### src/rtl/dbgpin_pkg.sv
package dbgpin_pkg;

  typedef enum logic [1:0] {
    MODE_IDLE = 2'd0,
    MODE_RX   = 2'd1,
    MODE_TX   = 2'd2
  } linkMode_t;

  // strobes from control to datapath
  typedef struct packed {
    logic load;     // capture transmit value
    logic clear;    // wipe shift register
    logic sample;   // shift in synchronized pin level
    logic shift;    // advance transmit bit
    logic lowWin;   // window cycles where a 0 holds the pin low
    logic highWin;  // window cycle of the speedup pulse
    logic isWord;   // current transfer length select
  } dpStrobe_t;

endpackage

### src/rtl/dbgpin_datapath.sv
module dbgpin_datapath
  import dbgpin_pkg::*;
#(
  parameter int WORD_BITS   = 16,
  parameter int SHORT_BITS  = 8,
  parameter int SYNC_STAGES = 2
) (
  input  logic                 clk,
  input  logic                 rstN,
  input  logic                 pinIn,
  input  logic [WORD_BITS-1:0] txData,
  input  logic                 txIsWord,
  input  dpStrobe_t            strobe,
  output logic                 fall,
  output logic [WORD_BITS-1:0] rxData,
  output logic                 pinDriveEn,
  output logic                 pinDriveVal
);

  localparam int PAD_BITS = WORD_BITS - SHORT_BITS;

  logic [SYNC_STAGES:0]  syncReg;
  logic                  pinLevel;
  logic                  pinPrev;
  logic [WORD_BITS-1:0]  shiftReg;
  logic [WORD_BITS-1:0]  loadVal;
  logic                  curBit;

  // synchronizer plus one history stage for edge detection
  always_ff @(posedge clk or negedge rstN) begin
    if (!rstN) syncReg <= '1;
    else       syncReg <= {syncReg[SYNC_STAGES-1:0], pinIn};
  end

  assign pinLevel = syncReg[SYNC_STAGES-1];
  assign pinPrev  = syncReg[SYNC_STAGES];
  assign fall     = pinPrev & ~pinLevel;

  assign loadVal = txIsWord ? txData
                            : {txData[SHORT_BITS-1:0], {PAD_BITS{1'b0}}};

  always_ff @(posedge clk or negedge rstN) begin
    if (!rstN) begin
      shiftReg <= '0;
    end else if (strobe.load) begin
      shiftReg <= loadVal;
    end else if (strobe.clear) begin
      shiftReg <= '0;
    end else if (strobe.sample) begin
      shiftReg <= {shiftReg[WORD_BITS-2:0], pinLevel};
    end else if (strobe.shift) begin
      shiftReg <= {shiftReg[WORD_BITS-2:0], 1'b0};
    end
  end

  assign curBit = shiftReg[WORD_BITS-1];

  assign rxData = strobe.isWord ? shiftReg
                                : {{PAD_BITS{1'b0}}, shiftReg[SHORT_BITS-1:0]};

  assign pinDriveEn  = (strobe.lowWin & ~curBit) | (strobe.highWin & curBit);
  assign pinDriveVal = strobe.highWin & curBit;

  // the speedup pulse never lasts more than one cycle
  a_r7_speedup_single: assert property (@(posedge clk) disable iff (!rstN)
    (pinDriveEn && pinDriveVal) |=> !(pinDriveEn && pinDriveVal));

  // a low drive never turns directly into a high drive
  a_r6_low_not_to_high: assert property (@(posedge clk) disable iff (!rstN)
    (pinDriveEn && !pinDriveVal) |=> !(pinDriveEn && pinDriveVal));

endmodule

### src/rtl/dbgpin_ctrl.sv
module dbgpin_ctrl
  import dbgpin_pkg::*;
#(
  parameter int WORD_BITS      = 16,
  parameter int SHORT_BITS     = 8,
  parameter int BIT_CYCLES     = 16,
  parameter int SAMPLE_AT      = 10,
  parameter int ZERO_END       = 13,
  parameter int SPEEDUP_AT     = 4,
  parameter int TIMEOUT_CYCLES = 512
) (
  input  logic      clk,
  input  logic      rstN,
  input  logic      fall,
  input  logic      txValid,
  input  logic      txIsWord,
  input  logic      rxIsWord,
  output logic      txReady,
  output logic      rxValid,
  output logic      timeout,
  output dpStrobe_t strobe
);

  localparam int PH_W  = $clog2(BIT_CYCLES);
  localparam int CNT_W = $clog2(WORD_BITS + 1);
  localparam int TO_W  = $clog2(TIMEOUT_CYCLES);

  linkMode_t        mode;
  logic             inBit;
  logic [PH_W-1:0]  phase;
  logic [CNT_W-1:0] bitCnt;
  logic             isWord;
  logic [TO_W-1:0]  idleCnt;

  logic edgeAcc;
  logic txFire;
  logic bitEnd;
  logic lastBit;
  logic quietLimit;
  logic txWin;

  assign edgeAcc    = fall & ~inBit;
  assign txReady    = (mode == MODE_IDLE) & ~inBit & ~fall;
  assign txFire     = txValid & txReady;
  assign bitEnd     = inBit & (phase == PH_W'(BIT_CYCLES - 1));
  assign lastBit    = (bitCnt + CNT_W'(1)) ==
                      (isWord ? CNT_W'(WORD_BITS) : CNT_W'(SHORT_BITS));
  assign quietLimit = (mode != MODE_IDLE) & ~edgeAcc &
                      (idleCnt == TO_W'(TIMEOUT_CYCLES - 1));
  assign txWin      = inBit & (mode == MODE_TX);

  always_comb begin
    strobe         = '0;
    strobe.load    = txFire;
    strobe.clear   = (edgeAcc & (mode == MODE_IDLE)) | quietLimit;
    strobe.sample  = inBit & (mode == MODE_RX) & (phase == PH_W'(SAMPLE_AT));
    strobe.shift   = bitEnd & (mode == MODE_TX);
    strobe.lowWin  = txWin & (phase < PH_W'(ZERO_END));
    strobe.highWin = txWin & (phase == PH_W'(SPEEDUP_AT));
    strobe.isWord  = isWord;
  end

  always_ff @(posedge clk or negedge rstN) begin
    if (!rstN) begin
      mode    <= MODE_IDLE;
      inBit   <= 1'b0;
      phase   <= '0;
      bitCnt  <= '0;
      isWord  <= 1'b0;
      idleCnt <= '0;
      rxValid <= 1'b0;
      timeout <= 1'b0;
    end else begin
      rxValid <= 1'b0;
      timeout <= 1'b0;
      if (txFire) begin
        mode    <= MODE_TX;
        isWord  <= txIsWord;
        bitCnt  <= '0;
        idleCnt <= '0;
      end else if (edgeAcc) begin
        inBit   <= 1'b1;
        phase   <= PH_W'(1);
        idleCnt <= '0;
        if (mode == MODE_IDLE) begin
          mode   <= MODE_RX;
          isWord <= rxIsWord;
          bitCnt <= '0;
        end
      end else if (quietLimit) begin
        mode    <= MODE_IDLE;
        timeout <= 1'b1;
        bitCnt  <= '0;
      end else if (mode != MODE_IDLE) begin
        idleCnt <= idleCnt + TO_W'(1);
      end

      if (inBit) begin
        phase <= phase + PH_W'(1);
        if (bitEnd) begin
          inBit  <= 1'b0;
          phase  <= '0;
          bitCnt <= bitCnt + CNT_W'(1);
          if (lastBit) begin
            mode <= MODE_IDLE;
            if (mode == MODE_RX) rxValid <= 1'b1;
          end
        end
      end
    end
  end

  // a window only opens after a detected falling edge
  a_r2_start_on_edge: assert property (@(posedge clk) disable iff (!rstN)
    $rose(inBit) |-> $past(fall));

  // completion strobe lasts one cycle and leaves the engine idle
  a_r4_rx_pulse: assert property (@(posedge clk) disable iff (!rstN)
    rxValid |-> (mode == MODE_IDLE) ##1 !rxValid);

  // timeout is a single-cycle pulse that leaves the engine idle
  a_r9_timeout_pulse: assert property (@(posedge clk) disable iff (!rstN)
    timeout |-> (mode == MODE_IDLE) && !inBit ##1 !timeout);

  // an accepted transfer enters transmit with no bit sent yet
  a_r5_accept_loads: assert property (@(posedge clk) disable iff (!rstN)
    (txValid && txReady) |=> (mode == MODE_TX) && (bitCnt == '0) && !inBit);

endmodule

### src/rtl/dbgpin_bit_engine.sv
module dbgpin_bit_engine
  import dbgpin_pkg::*;
#(
  parameter int WORD_BITS      = 16,
  parameter int SHORT_BITS     = 8,
  parameter int SYNC_STAGES    = 2,
  parameter int BIT_CYCLES     = 16,
  parameter int SAMPLE_AT      = 10,
  parameter int ZERO_END       = 13,
  parameter int SPEEDUP_AT     = 4,
  parameter int TIMEOUT_CYCLES = 512
) (
  input  logic                 clk,
  input  logic                 rstN,
  input  logic                 pinIn,
  output logic                 pinDriveEn,
  output logic                 pinDriveVal,
  input  logic                 txValid,
  output logic                 txReady,
  input  logic [WORD_BITS-1:0] txData,
  input  logic                 txIsWord,
  input  logic                 rxIsWord,
  output logic                 rxValid,
  output logic [WORD_BITS-1:0] rxData,
  output logic                 timeout
);

  dpStrobe_t strobe;
  logic      fall;

  dbgpin_ctrl #(
    .WORD_BITS     (WORD_BITS),
    .SHORT_BITS    (SHORT_BITS),
    .BIT_CYCLES    (BIT_CYCLES),
    .SAMPLE_AT     (SAMPLE_AT),
    .ZERO_END      (ZERO_END),
    .SPEEDUP_AT    (SPEEDUP_AT),
    .TIMEOUT_CYCLES(TIMEOUT_CYCLES)
  ) ctrl_i (
    .clk     (clk),
    .rstN    (rstN),
    .fall    (fall),
    .txValid (txValid),
    .txIsWord(txIsWord),
    .rxIsWord(rxIsWord),
    .txReady (txReady),
    .rxValid (rxValid),
    .timeout (timeout),
    .strobe  (strobe)
  );

  dbgpin_datapath #(
    .WORD_BITS  (WORD_BITS),
    .SHORT_BITS (SHORT_BITS),
    .SYNC_STAGES(SYNC_STAGES)
  ) dp_i (
    .clk        (clk),
    .rstN       (rstN),
    .pinIn      (pinIn),
    .txData     (txData),
    .txIsWord   (txIsWord),
    .strobe     (strobe),
    .fall       (fall),
    .rxData     (rxData),
    .pinDriveEn (pinDriveEn),
    .pinDriveVal(pinDriveVal)
  );

  // a high level is only ever driven with the driver enabled
  a_r8_val_with_en: assert property (@(posedge clk) disable iff (!rstN)
    pinDriveVal |-> pinDriveEn);

endmodule

### config.mk
export PLATFORM = sky130hd
export DESIGN_NAME = dbgpin_bit_engine
export DESIGN_NICKNAME = d
export VERILOG_FILES = /design/src/rtl/dbgpin_pkg.sv /design/src/rtl/dbgpin_datapath.sv /design/src/rtl/dbgpin_ctrl.sv /design/src/rtl/dbgpin_bit_engine.sv
export SDC_FILE = /design/constraint.sdc
export NUM_CORES = 1
export LEC_CHECK = 0
export BUFFER_PORTS_ARGS = -buffer_cell sky130_fd_sc_hd__buf_2
export CAP_MARGIN = 20
export CORE_MARGIN = 2
export CORE_UTILIZATION = 55
export CTS_CLUSTER_DIAMETER = 40
export DETAILED_ROUTE_END_ITERATION = 8
export GPL_ROUTABILITY_DRIVEN = 0
export HOLD_SLACK_MARGIN = 0.02
export PLACE_DENSITY_LB_ADDON = 0.08
export SLEW_MARGIN = 40
export SYNTH_ARGS = -nofsm -noshare
export SYNTH_HDL_FRONTEND = slang
export SYNTH_SLANG_ARGS = --single-unit
### constraint.sdc
create_clock -name clk -period 2.4 [get_ports clk]
set_input_delay 0.72 -clock clk [delete_from_list [all_inputs] [get_ports clk]]
set_output_delay 0.72 -clock clk [all_outputs]
set_load 0.02 [all_outputs]
# Yosys cells after proc, flatten, opt, wreduce, memory -nomap -nowiden
# Cells that the tools add are included.
dict set report totals {
  ff_bits 43
}
dict set report classes {
  add_sub_neg 3
  order_cmp 1
  eq_ne 9
  mux 42
  n_bitwise 24
  n_reduce_logical 10
}
# operator n
set op_table {}
lappend op_table {{$mux W16} 6}
lappend op_table {{$mux W9} 4}
lappend op_table {{$mux W5} 7}
lappend op_table {{$and A1 B1 Y1} 17}
lappend op_table {{$mux W4} 4}
lappend op_table {{$mux W1} 14}
lappend op_table {{$mux W2} 7}
lappend op_table {{$add A9 B1 Y9 const B} 1}
lappend op_table {{$eq A9 B9 Y1 const B} 1}
lappend op_table {{$eq A4 B4 Y1 const B} 2}
lappend op_table {{$reduce_bool A2 Y1} 4}
lappend op_table {{$reduce_and A2 Y1} 3}
lappend op_table {{$add A5 B1 Y5 const B} 1}
lappend op_table {{$eq A5 B5 Y1} 1}
lappend op_table {{$not A1 Y1} 5}
lappend op_table {{$add A4 B1 Y4 const B} 1}
lappend op_table {{$eq A4 B3 Y1 const B} 1}
lappend op_table {{$lt A4 B4 Y1 const B} 1}
lappend op_table {{$reduce_bool A4 Y1} 1}
lappend op_table {{$ne A3 B1 Y1 const B} 1}
lappend op_table {{$reduce_bool A3 Y1} 1}
lappend op_table {{$eq A2 B1 Y1 const B} 1}
lappend op_table {{$eq A2 B2 Y1 const B} 1}
lappend op_table {{$logic_not A2 Y1} 1}
lappend op_table {{2 further kinds} 3}

# Depth between registers and ports, before layout
# Gate-level depths: netlist (run 1).
dict set report depth {
  word_depth 12
  depth_mapped 8
}

# By module
# A second synthesis (run 1) with hierarchy kept.
dict set report unflattened {
  cells_unflattened 253
  hier_area_um2 2499.9
}
# mod instances cells_per_inst area_per_inst_um2 seq_area_each_um2
set by_module_without_submodules {}
lappend by_module_without_submodules {dbgpin_ctrl 1 148 1427.6 600.6}
lappend by_module_without_submodules {dbgpin_datapath 1 105 1072.3 479.2}

# Least setup slack after synthesis (run 1)
# OpenSTA, ideal clock, no wires.
dict set report synth_path {
  path_type {register -> register}
  from {register ctrl_i.idleCnt[4]}
  to {register ctrl_i.idleCnt[7]}
  setup_time_ns 0.120
  t_arrival_ns 1.820
  required_time_ns 2.280
  setup_slack_ns 0.460
  path_stages_with_launch 9
  path_buffers 1
  cell_sequence {dfrtp_1 > and4_1 > and4_1 > ha_1 > o21ba_2 > clkbuf_1 > nand4_1 > xor2_1 > nor2_1}
}
dict set report synth_via {
  elab_chain_cells 5
}
# element line_no
set synth_lines {}
lappend synth_lines {{from (decl)} dbgpin_ctrl.sv:33} ;# logic [TO_W-1:0] idleCnt;
lappend synth_lines {{from (signal assigned)} dbgpin_ctrl.sv:95} ;# idleCnt <= idleCnt + TO_W'(1);
lappend synth_lines {{$add A9 B1 Y9} dbgpin_ctrl.sv:95}
lappend synth_lines {{$mux W9} dbgpin_ctrl.sv:94} ;# end else if (mode != MODE_IDLE) begin
lappend synth_lines {{$mux W9} dbgpin_ctrl.sv:90} ;# end else if (quietLimit) begin
lappend synth_lines {{$mux W9} dbgpin_ctrl.sv:81} ;# end else if (edgeAcc) begin
lappend synth_lines {{$mux W9} dbgpin_ctrl.sv:76} ;# if (txFire) begin
# Several ways; a longest one is shown, not always the timed one. The select of a mux whose other input is x is not followed.
# A chain may end at the register's enable or synchronous reset.

# Worst setup path in the final report (run 1)
dict set report layout_path {
  from {register ctrl_i.phase[0]}
  to {output pinDriveEn}
}
dict set report layout_via {
  elab_chain_cells 4
}
# element line_no
set layout_lines {}
lappend layout_lines {{from (decl)} dbgpin_ctrl.sv:30} ;# logic [PH_W-1:0] phase;
lappend layout_lines {{from (signal assigned)} dbgpin_ctrl.sv:99} ;# phase <= phase + PH_W'(1);
lappend layout_lines {{$lt A4 B4 Y1 or $eq A4 B3 Y1 (tied branches)} {dbgpin_ctrl.sv:58, dbgpin_ctrl.sv:59}}
lappend layout_lines {{$and A1 B1 Y1, on equally long branches} {dbgpin_ctrl.sv:58, dbgpin_ctrl.sv:59}}
lappend layout_lines {{$and A1 B1 Y1} dbgpin_datapath.sv:61} ;# assign pinDriveEn = (strobe.lowWin & ~curBit) | (strobe.highWin & curBit);
lappend layout_lines {{$or A1 B1 Y1 (*)} dbgpin_datapath.sv:61}
lappend layout_lines {{to (decl)} dbgpin_bit_engine.sv:16} ;# output logic pinDriveEn,
# Every way passes the cells marked *; elsewhere a longest branch is shown, timed or not.

==> flow_summary.json, run 1 <==
{
  "synth_compound_area_frac": 0.1685,
  "ys_seq_elements": 43,
  "synth-simple-area-share": 0.1983,
  "setup_viol": 0,
  "grt_pass1_vias": 1865,
  "cts_resized": 0,
  "fin_crit_ps": 2275,
  "routedWlPerCell_microns": 15.49,
  "switching_share": 0.4155,
  "initial_core_util": 0.5742,
  "max_freq_mhz": 439.5,
  "grt_pass1_wl_microns": 8769,
  "synthTopCellsByArea": "dfrtp_1, a2bb2oi_1, o211ai_1",
  "holdPathStages": 0,
  "yosysWarningCount": 0,
  "totalWireLength_microns": 5128,
  "hpwlAfterDp_microns": 3712,
  "critPathSlowestCell": "dfrtp_1",
  "antenna_found_initial": 0,
  "syn-num-nets": 277,
  "root_buffer": "clkbuf_8",
  "synth.cell_area_sq_mm": 0.002517,
  "synth_common_cells": "dfrtp_1, nand2_1, nor2_1",
  "ctsHoldBuffers": 0,
  "hold_start": "dp_i.syncReg[0]$_DFF_PN1_",
  "finalHoldViolations": 0,
  "end_kind": "primary output",
  "die_x_microns": 71.66,
  "cp_max_fo": 5,
  "yosysUniqueCellTypes": 46,
  "clkTransAtPathRegs_ps": 80,
  "skew_ps": 5.144,
  "critPathMaxStageDelay_ps": 430,
  "peakVddDrop_uv": 626.7,
  "synth_fa_ha_area_frac": 0.03976,
  "cp_data_arrival_time_ps": 1560,
  "cp_common_cell": "nor2_1",
  "p_seq_frac": 0.447,
  "clock_path_buffers": 2,
  "p_comb_frac": 0.411,
  "die_area_sq_mm": 0.005134,
  "synth_top_area_frac": 0.3976,
  "drc": 0,
  "required_ps": 1680,
  "muxShareOfSynthArea": 0.04771,
  "start_kind": "flop",
  "post-route-period-util": 0.9480,
  "clockPowerShare": 0.142,
  "fin_cells": 331,
  "hold-path-endpoint": "dp_i.syncReg[1]$_DFF_PN1_",
  "vias": 1934,
  "clock_latency_ps": 290,
  "r2r_setup_slack_ps": 460,
  "worst-slew-pin-transition_ps": 570.5,
  "final_layout_size_suffix_gt1_frac": 0.2652,
  "drv_slew": 0,
  "power.density_mw_per_mm2": 1139,
  "ff2ff_path_depth": 6,
  "dp.cells": 323,
  "ys.flop_type": "dfrtp_1",
  "overflow": 0,
  "cap_violations": 0,
  "chipHeight_microns": 71.66,
  "power.internal_uw": 1837,
  "yosysSeqAreaShare": 0.4289,
  "cts_buffers": 5,
  "slew_headroom": 0.6171,
  "ys_async_sr_fraction": 1.000,
  "first_pass_iters": 4,
  "syn_to_final_growth_pct": 9.642,
  "synthCells": 247,
  "synth-edff-count": 0,
  "final_antenna_net_count": 0,
  "cts_tree": "yes",
  "io_pins": 43,
  "finalNetCount": 308,
  "synth_top_family_by_area": "simple AND/OR/NAND/NOR gates",
  "detail_route.vias_per_cell": 5.843,
  "grt_start_max_net_pins": 23,
  "syn_avg_cell_area_sq_um": 10.19,
  "critPathKind": "flop to primary output",
  "r2r_start": "ctrl_i.phase[0]$_DFFE_PN0P_",
  "htree_levels": 2,
  "port_buffers": 42,
  "clock-sinks": 43,
  "antenna_cells": 0,
  "power_switching_uw": 1306,
  "leakagePower_uw": 0.001289,
  "core-area_sq_mm": 0.004384,
  "status": "complete, no violations",
  "hp-class": "flop to flop",
  "tns_ps": 0,
  "cts_setup_buffers": 0,
  "fp-row-count": 24,
  "r2r-end": "dp_i.shiftReg[14]$_DFFE_PN0P_",
  "cp_cell_sequence": "inv_1 > ha_1 > nand2_1 > a21oi_1 > nor2_1 > nor2_1 > buf_2",
  "drtIter0Drc": 99,
  "yosysTopAreaCell": "dfrtp_1",
  "globalRouteTotalUtil": 0.2179,
  "rsz0062_at_grt": "no",
  "synthXorXnorAreaFrac": 0.03827,
  "yosysMostFrequentCell": "dfrtp_1"
}
[through the flow]
stage | hold slack, ps | util | setup WS [ps] | total power, uW | area (sq um)
6_report | 356.3 | 0.6296 | 124.7 | 3143 | 2760
5_1_grt | 359.8 | 0.6296 | 19.56 | 3403 | 2760
4_1_cts | 356.1 | 0.6296 | 100.9 | 3167 | 2760
3_5_place_dp | 347.2 | 0.6110 | 442.3 | 2709 | 2679
3_3_place_gp | 346.0 | 0.6110 | 471.1 | 2680 | 2679
2_1_floorplan | 345.2 | - | 459.8 | 2446 | 2517
[layout by cell type (no fill, tap or decap), drive strengths merged, types with 5 or more instances in the layout]
cell / netlist / final
clkbuf: 4 / 7
mux2: 8 / 8
a21oi: 5 / 5
nand3: 16 / 16
a2bb2oi: 16 / 16
o21ai: 7 / 7
o211ai: 16 / 16
xor2: 9 / 9
ha: 8 / 8
inv: 5 / 5
dfrtp: 40 / 40
and2: 9 / 9
nand2: 21 / 21
nor2: 18 / 18
buf: 21 / 49
[state kept, by name (all words and copies together), names as in the netlist]
signal,cells
dp_i.syncReg,3
ctrl_i.inBit,1
ctrl_i.bitCnt,5
ctrl_i.timeout,1
ctrl_i.mode,2
dp_i.shiftReg,16
ctrl_i.phase,4
ctrl_i.rxValid,1
ctrl_i.idleCnt,9
ctrl_i.isWord,1
[worst max-delay path, delay by kind of cell, from the launching register on]
| kind | cells | cell delay [ps] |
|---|---|---|
| flops | 1 | 430 |
| buf+inv | 2 | 310 |
| fa+ha+maj | 1 | 190 |
| simple gates | 3 | 190 |
| compound gates | 1 | 140 |
[kinds of logic after synthesis]
family,after synthesis
compound gates,55
flops,43
buf+inv,30
fa+ha+maj,8
mux,11
xor+xnor,11
simple gates,89
[power by group through the flow]
stage          sequential [uW]  clock (uW)  combinational (uW)
2_1_floorplan             1260           0                1190
3_3_place_gp              1410           0                1270
3_5_place_dp              1410           0                1300
4_1_cts                   1400         461                1300
5_1_grt                   1470         487                1450
6_report                  1400         448                1290
[worst max path at each step]
| stage | slack [ps] | startpoint | to | cells after the start |
|---|---|---|---|---|
| final | 120 | ctrl_i.phase[0]$_DFFE_PN0P_ | pinDriveEn | 7 |
| after global routing | 20 | ctrl_i.phase[0]$_DFFE_PN0P_ | pinDriveEn | 7 |
| after CTS | 100 | ctrl_i.phase[0]$_DFFE_PN0P_ | pinDriveEn | 7 |
| after detailed placement | 440 | ctrl_i.phase[0]$_DFFE_PN0P_ | pinDriveEn | 7 |
| after global placement | 470 | ctrl_i.phase[0]$_DFFE_PN0P_ | pinDriveEn | 7 |
| after floorplan | 460 | ctrl_i.idleCnt[4]$_DFFE_PN0P_ | ctrl_i.idleCnt[7]$_DFFE_PN0P_ | 8 |
[cell type report]
| type | count | area, sq um |
|---|---|---|
| fill | 374 | 1624 |
| clock buffer | 7 | 76.32 |
| clock inverter | 1 | 5.005 |
| multi-input combinational | 174 | 1240 |
| sequential | 43 | 1080 |
| inverter | 5 | 18.77 |
| tap | 52 | 65.06 |
| timing repair buffer | 49 | 275.3 |
[metal layers]
| layer | track usage | part of all wire | up-vias |
|---|---|---|---|
| met5 | 0 | 0 | - |
| met4 | 0.05870 | 0.011 | 0 |
| met3 | 0.04923 | 0.039 | 7 |
| met2 | 0.3416 | 0.48 | 35 |
| met1 | 0.3068 | 0.47 | 944 |
| li1 | - | - | 948 |
Power figures use the tool's default switching activity.
==> run 2: changes to the inputs <==
ABC_AREA = 1   (was not set)
CORE_MARGIN = not set   (was 2)
MAX_ROUTING_LAYER = met4   (was not set)
==> flow_summary.json, run 2 <==
{
  "yosysSeqAreaShare": 0.4181,
  "yosysUniqueCellTypes": 30,
  "cp_cell_sequence": "inv_2 > ha_1 > nor3_2 > nor3_1 > or2_2 > buf_2",
  "antenna_found_initial": 0,
  "vias": 2276,
  "cp_data_arrival_time_ps": 1660,
  "drc": 6,
  "critPathKind": "flop to primary output",
  "critPathMaxStageDelay_ps": 400,
  "fillCellCount": 411,
  "synth_common_cells": "nand2_1, dfrtp_1, inv_1",
  "skew_ps": 8.032,
  "port_buffers": 42,
  "chipHeight_microns": 70.53,
  "fp-row-count": 24,
  "p_seq_frac": 0.446,
  "layout.cells.most_common_list": "nand2_1, buf_2, dfrtp_1",
  "post-route-period-util": 0.9927,
  "first_pass_iters": 6,
  "yosysMostFrequentCell": "nand2_1",
  "critPathTopFamily": "simple AND/OR/NAND/NOR gates",
  "drv_slew": 0,
  "antenna_cells": 0,
  "finalHoldViolations": 0,
  "synthCells": 362,
  "post-route-util": 0.6546,
  "synth_top_area_frac": 0.3876,
  "cap_violations": 0,
  "power_switching_uw": 921.7,
  "routedWlPerCell_microns": 11.90,
  "slew_headroom": 0.6455,
  "syn_to_final_growth_pct": 12.65,
  "switching_share": 0.3788,
  "yosysWarningCount": 0,
  "power.internal_uw": 1512,
  "p_comb_frac": 0.324,
  "yosysTopAreaCell": "dfrtp_1",
  "cp_max_fo": 5,
  "top_register": "dp_i.shiftReg",
  "grt_pass1_vias": 2110,
  "wl_met1_microns": 2585,
  "worst-slew-pin-transition_ps": 531.8,
  "ys.flop_type": "dfrtp_1",
  "syn-num-nets": 392,
  "clockPowerShare": 0.230,
  "detail_route.vias_per_cell": 5.035,
  "wl_met2_microns": 2596,
  "overflow": 0,
  "status": "finished with violations",
  "dr.max_layer_used": "met4",
  "ys_seq_elements": 43,
  "root_buffer": "clkbuf_8",
  "hpwlAfterDp_microns": 3869,
  "power.density_mw_per_mm2": 836.5,
  "critPathSlowestCell": "dfrtp_1",
  "clock_latency_ps": 300,
  "die_x_microns": 70.53,
  "synth.cell_area_sq_mm": 0.002582,
  "cts_buffers": 5,
  "tns_ps": 0,
  "leakagePower_uw": 0.001706,
  "peakVddDrop_uv": 675.8,
  "core-area_sq_mm": 0.004444,
  "layout_commonest_cell": "nand2_1",
  "cp.buffers_inverters": 2,
  "grt_pass1_wl_microns": 9039,
  "final_antenna_net_count": 0,
  "drtIter0Drc": 133,
  "met3WireLength_microns": 148,
  "multiInputGateArea_sq_mm": 0.001237,
  "finalNetCount": 429,
  "htree_levels": 2,
  "final_layout_size_suffix_gt1_frac": 0.1825,
  "hp-class": "flop to flop",
  "globalRouteTotalUtil": 0.2372,
  "totalWireLength_microns": 5380,
  "top_regs": "dp_i.shiftReg: 16 flops, ctrl_i.idleCnt: 9 flops, ctrl_i.bitCnt: 5 flops",
  "hold_slack_ps": 358.1,
  "die_area_sq_mm": 0.004974,
  "clkTransAtPathRegs_ps": 80,
  "largest_reg_flops": 16,
  "syn_avg_cell_area_sq_um": 7.134,
  "clock-sinks": 43,
  "fin_crit_ps": 2382,
  "io_pins": 43,
  "required_ps": 1680,
  "synthTopCellsByArea": "dfrtp_1, nand2_1, inv_1",
  "grt_start_max_net_pins": 44,
  "cts_tree": "yes",
  "start_kind": "flop",
  "setup_viol": 0,
  "ff_latch_area_sq_mm": 0.001080,
  "end_kind": "primary output",
  "clock_path_buffers": 2,
  "max_freq_mhz": 419.7,
  "violations": "design-rule violations",
  "initial_core_util": 0.5811,
  "power.total_uw": 2433,
  "ys_async_sr_fraction": 1.000,
  "synth-edff-count": 0
}
run 2: what timing repair did:
item | in CTS | in global routing
setup endpoints to repair | 0 | 16
resized for setup | 0 | 3
hold endpoints to repair | 0 | 0
buffers inserted | 0 | 2
hold buffers | 0 | 0
run 2: final timing paths:
| check | start | cells after the start | to | slack [ps] |
|---|---|---|---|---|
| worst max-delay path | ctrl_i.phase[0]$_DFFE_PN0P_ | 6 | pinDriveEn | 20 |
| worst min-delay path | dp_i.syncReg[0]$_DFF_PN1_ | 0 | dp_i.syncReg[1]$_DFF_PN1_ | 360 |
| worst max register to register | ctrl_i.idleCnt[0]$_DFFE_PN0P_ | 10 | dp_i.shiftReg[6]$_DFFE_PN0P_ | 310 |
| worst min register to register | dp_i.syncReg[0]$_DFF_PN1_ | 0 | dp_i.syncReg[1]$_DFF_PN1_ | 360 |
| max in group asynchronous | rstN | 2 | dp_i.syncReg[2]$_DFF_PN1_ | 1540 |
| min in group asynchronous | rstN | 2 | ctrl_i.idleCnt[6]$_DFFE_PN0P_ | 480 |
run 2: worst reg2reg max path, stage by stage (launching register included):
cell	delay (ps)
dfrtp_1	400
ha_1	200
nand4_1	150
nor3_1	180
ha_1	250
nand3_2	160
nand2_4	200
nor2_4	80
nand2_2	260
nand2_1	110
nand2_1	60
run 2: final cells by class:
| cell class | count | area share |
|---|---|---|
| multi-input cells | 258 | 0.4254 |
| flip-flops and latches | 43 | 0.3712 |
| repair buffers | 48 | 0.08774 |
| inverters | 43 | 0.05548 |
| clock buffers | 6 | 0.02495 |
| well taps | 52 | 0.02237 |
| clock inverters | 2 | 0.01290 |
run 2: power groups by stage:
stage / combinational [uW] / clock (uW) / sequential (uW)
after floorplan: 613 / 0 / 1030
after global placement: 730 / 0 / 1090
after detailed placement: 749 / 0 / 1100
after CTS: 750 / 578 / 1080
after global routing: 914 / 602 / 1110
final: 788 / 560 / 1080
run 2: cells by family (layout without fill, tap and decap cells):
kind of cell	Yosys count	in the layout	share of synthesized area
and+or+nand+nor	209	209	0.3488
buffers and inverters	61	99	0.1066
DFF	43	43	0.4181
AOI/OAI and AO/OA	38	38	0.07752
adders and majority gates	8	8	0.03876
xor gates and xnor gates	3	3	0.01018
run 2: layer usage:
metal  up-vias  GRT usage
met2        34     0.3862
met3         6    0.04329
met5         -          -
met1      1035     0.3060
met4         0    0.06122
li1       1201          -
run 2: per-stage QoR:
stage / instances / cell area, sq um / worst slack [ps]
floorplan: 362 / 2582 / 400.1
global placement: 442 / 2774 / 326.3
detailed placement: 442 / 2774 / 287.2
CTS: 450 / 2884 / 27.71
global route: 452 / 2909 / -39.57
finish: 452 / 2909 / 17.58
==> run 3: changes to the inputs <==
CORE_ASPECT_RATIO = 0.75   (was not set)
==> flow_summary.json, run 3 (same netlist as run 2, synthesis figures left out) <==
{
  "hp-class": "flop to flop",
  "setup_viol": 0,
  "critPathKind": "flop to primary output",
  "layout_commonest_cell": "nand2_1",
  "max_freq_mhz": 429.7,
  "chipHeight_microns": 61.34,
  "die_x_microns": 81.13,
  "postLayoutCellArea_sq_mm": 0.002963,
  "slew_headroom": 0.6701,
  "routedWlPerCell_microns": 12.18,
  "power.density_mw_per_mm2": 871.7,
  "r2r_setup_slack_ps": 270,
  "globalRouteTotalUtil": 0.2499,
  "io_pins": 43,
  "totalWireLength_microns": 5591,
  "initial_core_util": 0.5748,
  "timing.critical_path.from": "ctrl_i.phase[1]$_DFFE_PN0P_",
  "leakagePower_uw": 0.001736,
  "hpwlAfterDp_microns": 4088,
  "hold_start": "dp_i.syncReg[0]$_DFF_PN1_",
  "r2r-end": "dp_i.shiftReg[6]$_DFFE_PN0P_",
  "cts_tree": "yes",
  "holdPathStages": 0,
  "cap_violations": 0,
  "root_buffer": "clkbuf_8",
  "post-route-util": 0.6594,
  "grt_start_max_net_pins": 24,
  "final_antenna_net_count": 0,
  "top_regs": "dp_i.shiftReg: 16 flops, ctrl_i.idleCnt: 9 flops, ctrl_i.bitCnt: 5 flops",
  "worst-slew-pin-transition_ps": 494.8,
  "drtIter0Drc": 90,
  "vias": 2289,
  "start_kind": "flop",
  "placed_cell_area_sq_mm": 0.002800,
  "antenna_cells": 0,
  "cp_max_fo": 4,
  "peakVddDrop_uv": 670.3,
  "cts_buffers": 5,
  "finalHoldViolations": 0,
  "port_buffers": 42,
  "largest_reg_flops": 16,
  "grt_pass1_vias": 1949,
  "fillCellCount": 411,
  "ff2ff_path_depth": 10,
  "grt_pass1_wl_microns": 9080,
  "fp-row-count": 21,
  "clkTransAtPathRegs_ps": 80,
  "layout.cells.most_common_list": "nand2_1, buf_2, dfrtp_1",
  "r2r_start": "ctrl_i.idleCnt[0]$_DFFE_PN0P_",
  "final_layout_size_suffix_gt1_frac": 0.1891,
  "overflow": 0,
  "clock_path_buffers": 2,
  "ctsHoldBuffers": 0,
  "cp_data_arrival_time_ps": 1610,
  "syn_to_final_growth_pct": 14.73,
  "finalNetCount": 431,
  "power.total_uw": 2583,
  "post-route-period-util": 0.9696,
  "dp_slack_ps": 306.9,
  "required_ps": 1680,
  "antenna_found_initial": 0,
  "end_kind": "primary output",
  "fin_crit_ps": 2327,
  "htree_levels": 2,
  "hold-path-endpoint": "dp_i.syncReg[1]$_DFF_PN1_",
  "status": "complete, no violations",
  "hold_slack_ps": 362.5,
  "first_pass_iters": 4,
  "core-area_sq_mm": 0.004493,
  "fin_ws_ps": 72.89,
  "drv_slew": 0,
  "top_register": "dp_i.shiftReg",
  "clock-sinks": 43,
  "drc": 0,
  "detail_route.vias_per_cell": 4.987,
  "skew_ps": 7.894,
  "clock_latency_ps": 300,
  "die_area_sq_mm": 0.004976
}
[run 3: changes by cell type in the layout (fill, tap and decap cells not counted)]
| cell | change |
|---|---|
| buf_4 | +1 |
| nand2_4 | -1 |
| nand2_2 | +1 |
| nor2_2 | +1 |
| bufinv_16 | +1 |
| clkinvlp_4 | -1 |
| buf_12 | +1 |
| nor2_1 | -1 |
[run 3: area by class of cell]
type | count | area (sq um) | area share
clock inverters | 2 | 60.06 | 0.02027
repair buffers | 50 | 282.8 | 0.09544
inverters | 43 | 161.4 | 0.05448
well taps | 57 | 71.32 | 0.02407
clock buffers | 6 | 72.57 | 0.02449
multi-input cells | 258 | 1235 | 0.4168
flip-flops and latches | 43 | 1080 | 0.3644
[run 3: what timing repair did]
action,in CTS,in global routing
gates resized for setup,0,3
setup endpoints to repair,0,1
buffers inserted,0,3
[run 3: worst max-delay path by stage]
stage | end | cells after the start
after global routing | pinDriveEn | 6
after floorplan | pinDriveEn | 5
final | pinDriveEn | 6
after detailed placement | dp_i.shiftReg[6]$_DFFE_PN0P_ | 10
after global placement | pinDriveEn | 6
after CTS | pinDriveEn | 6
[run 3: critical path: stages, from the launching register on]
cell and delay (ps):
dfrtp_1 410, inv_2 60, ha_1 190, nor3_2 170, nor3_1 50, or2_2 260
buf_2 160
[run 3: metal layers]
metal | track usage | part of all wire | vias up
li1 | - | - | 1197
met1 | 0.3653 | 0.53 | 1042
met2 | 0.3529 | 0.42 | 45
met3 | 0.04889 | 0.039 | 5
met4 | 0.06122 | 0.0080 | 0
met5 | - | 0 | -
[run 3: power breakdown]
| part | switching (uW) | total [uW] | internal, uW |
|---|---|---|---|
| sequential | 199 | 1090 | 892 |
| combinational | 497 | 822 | 325 |
| clock | 254 | 670 | 416 |
| total | 950 | 2580 | 1630 |
[run 3: metrics by stage]
stage | instances | TNS, ps
after floorplan | 362 | 0
after global placement | 448 | 0
after detailed placement | 448 | 0
after CTS | 456 | 0
after global routing | 459 | -4.569
final | 459 | 0
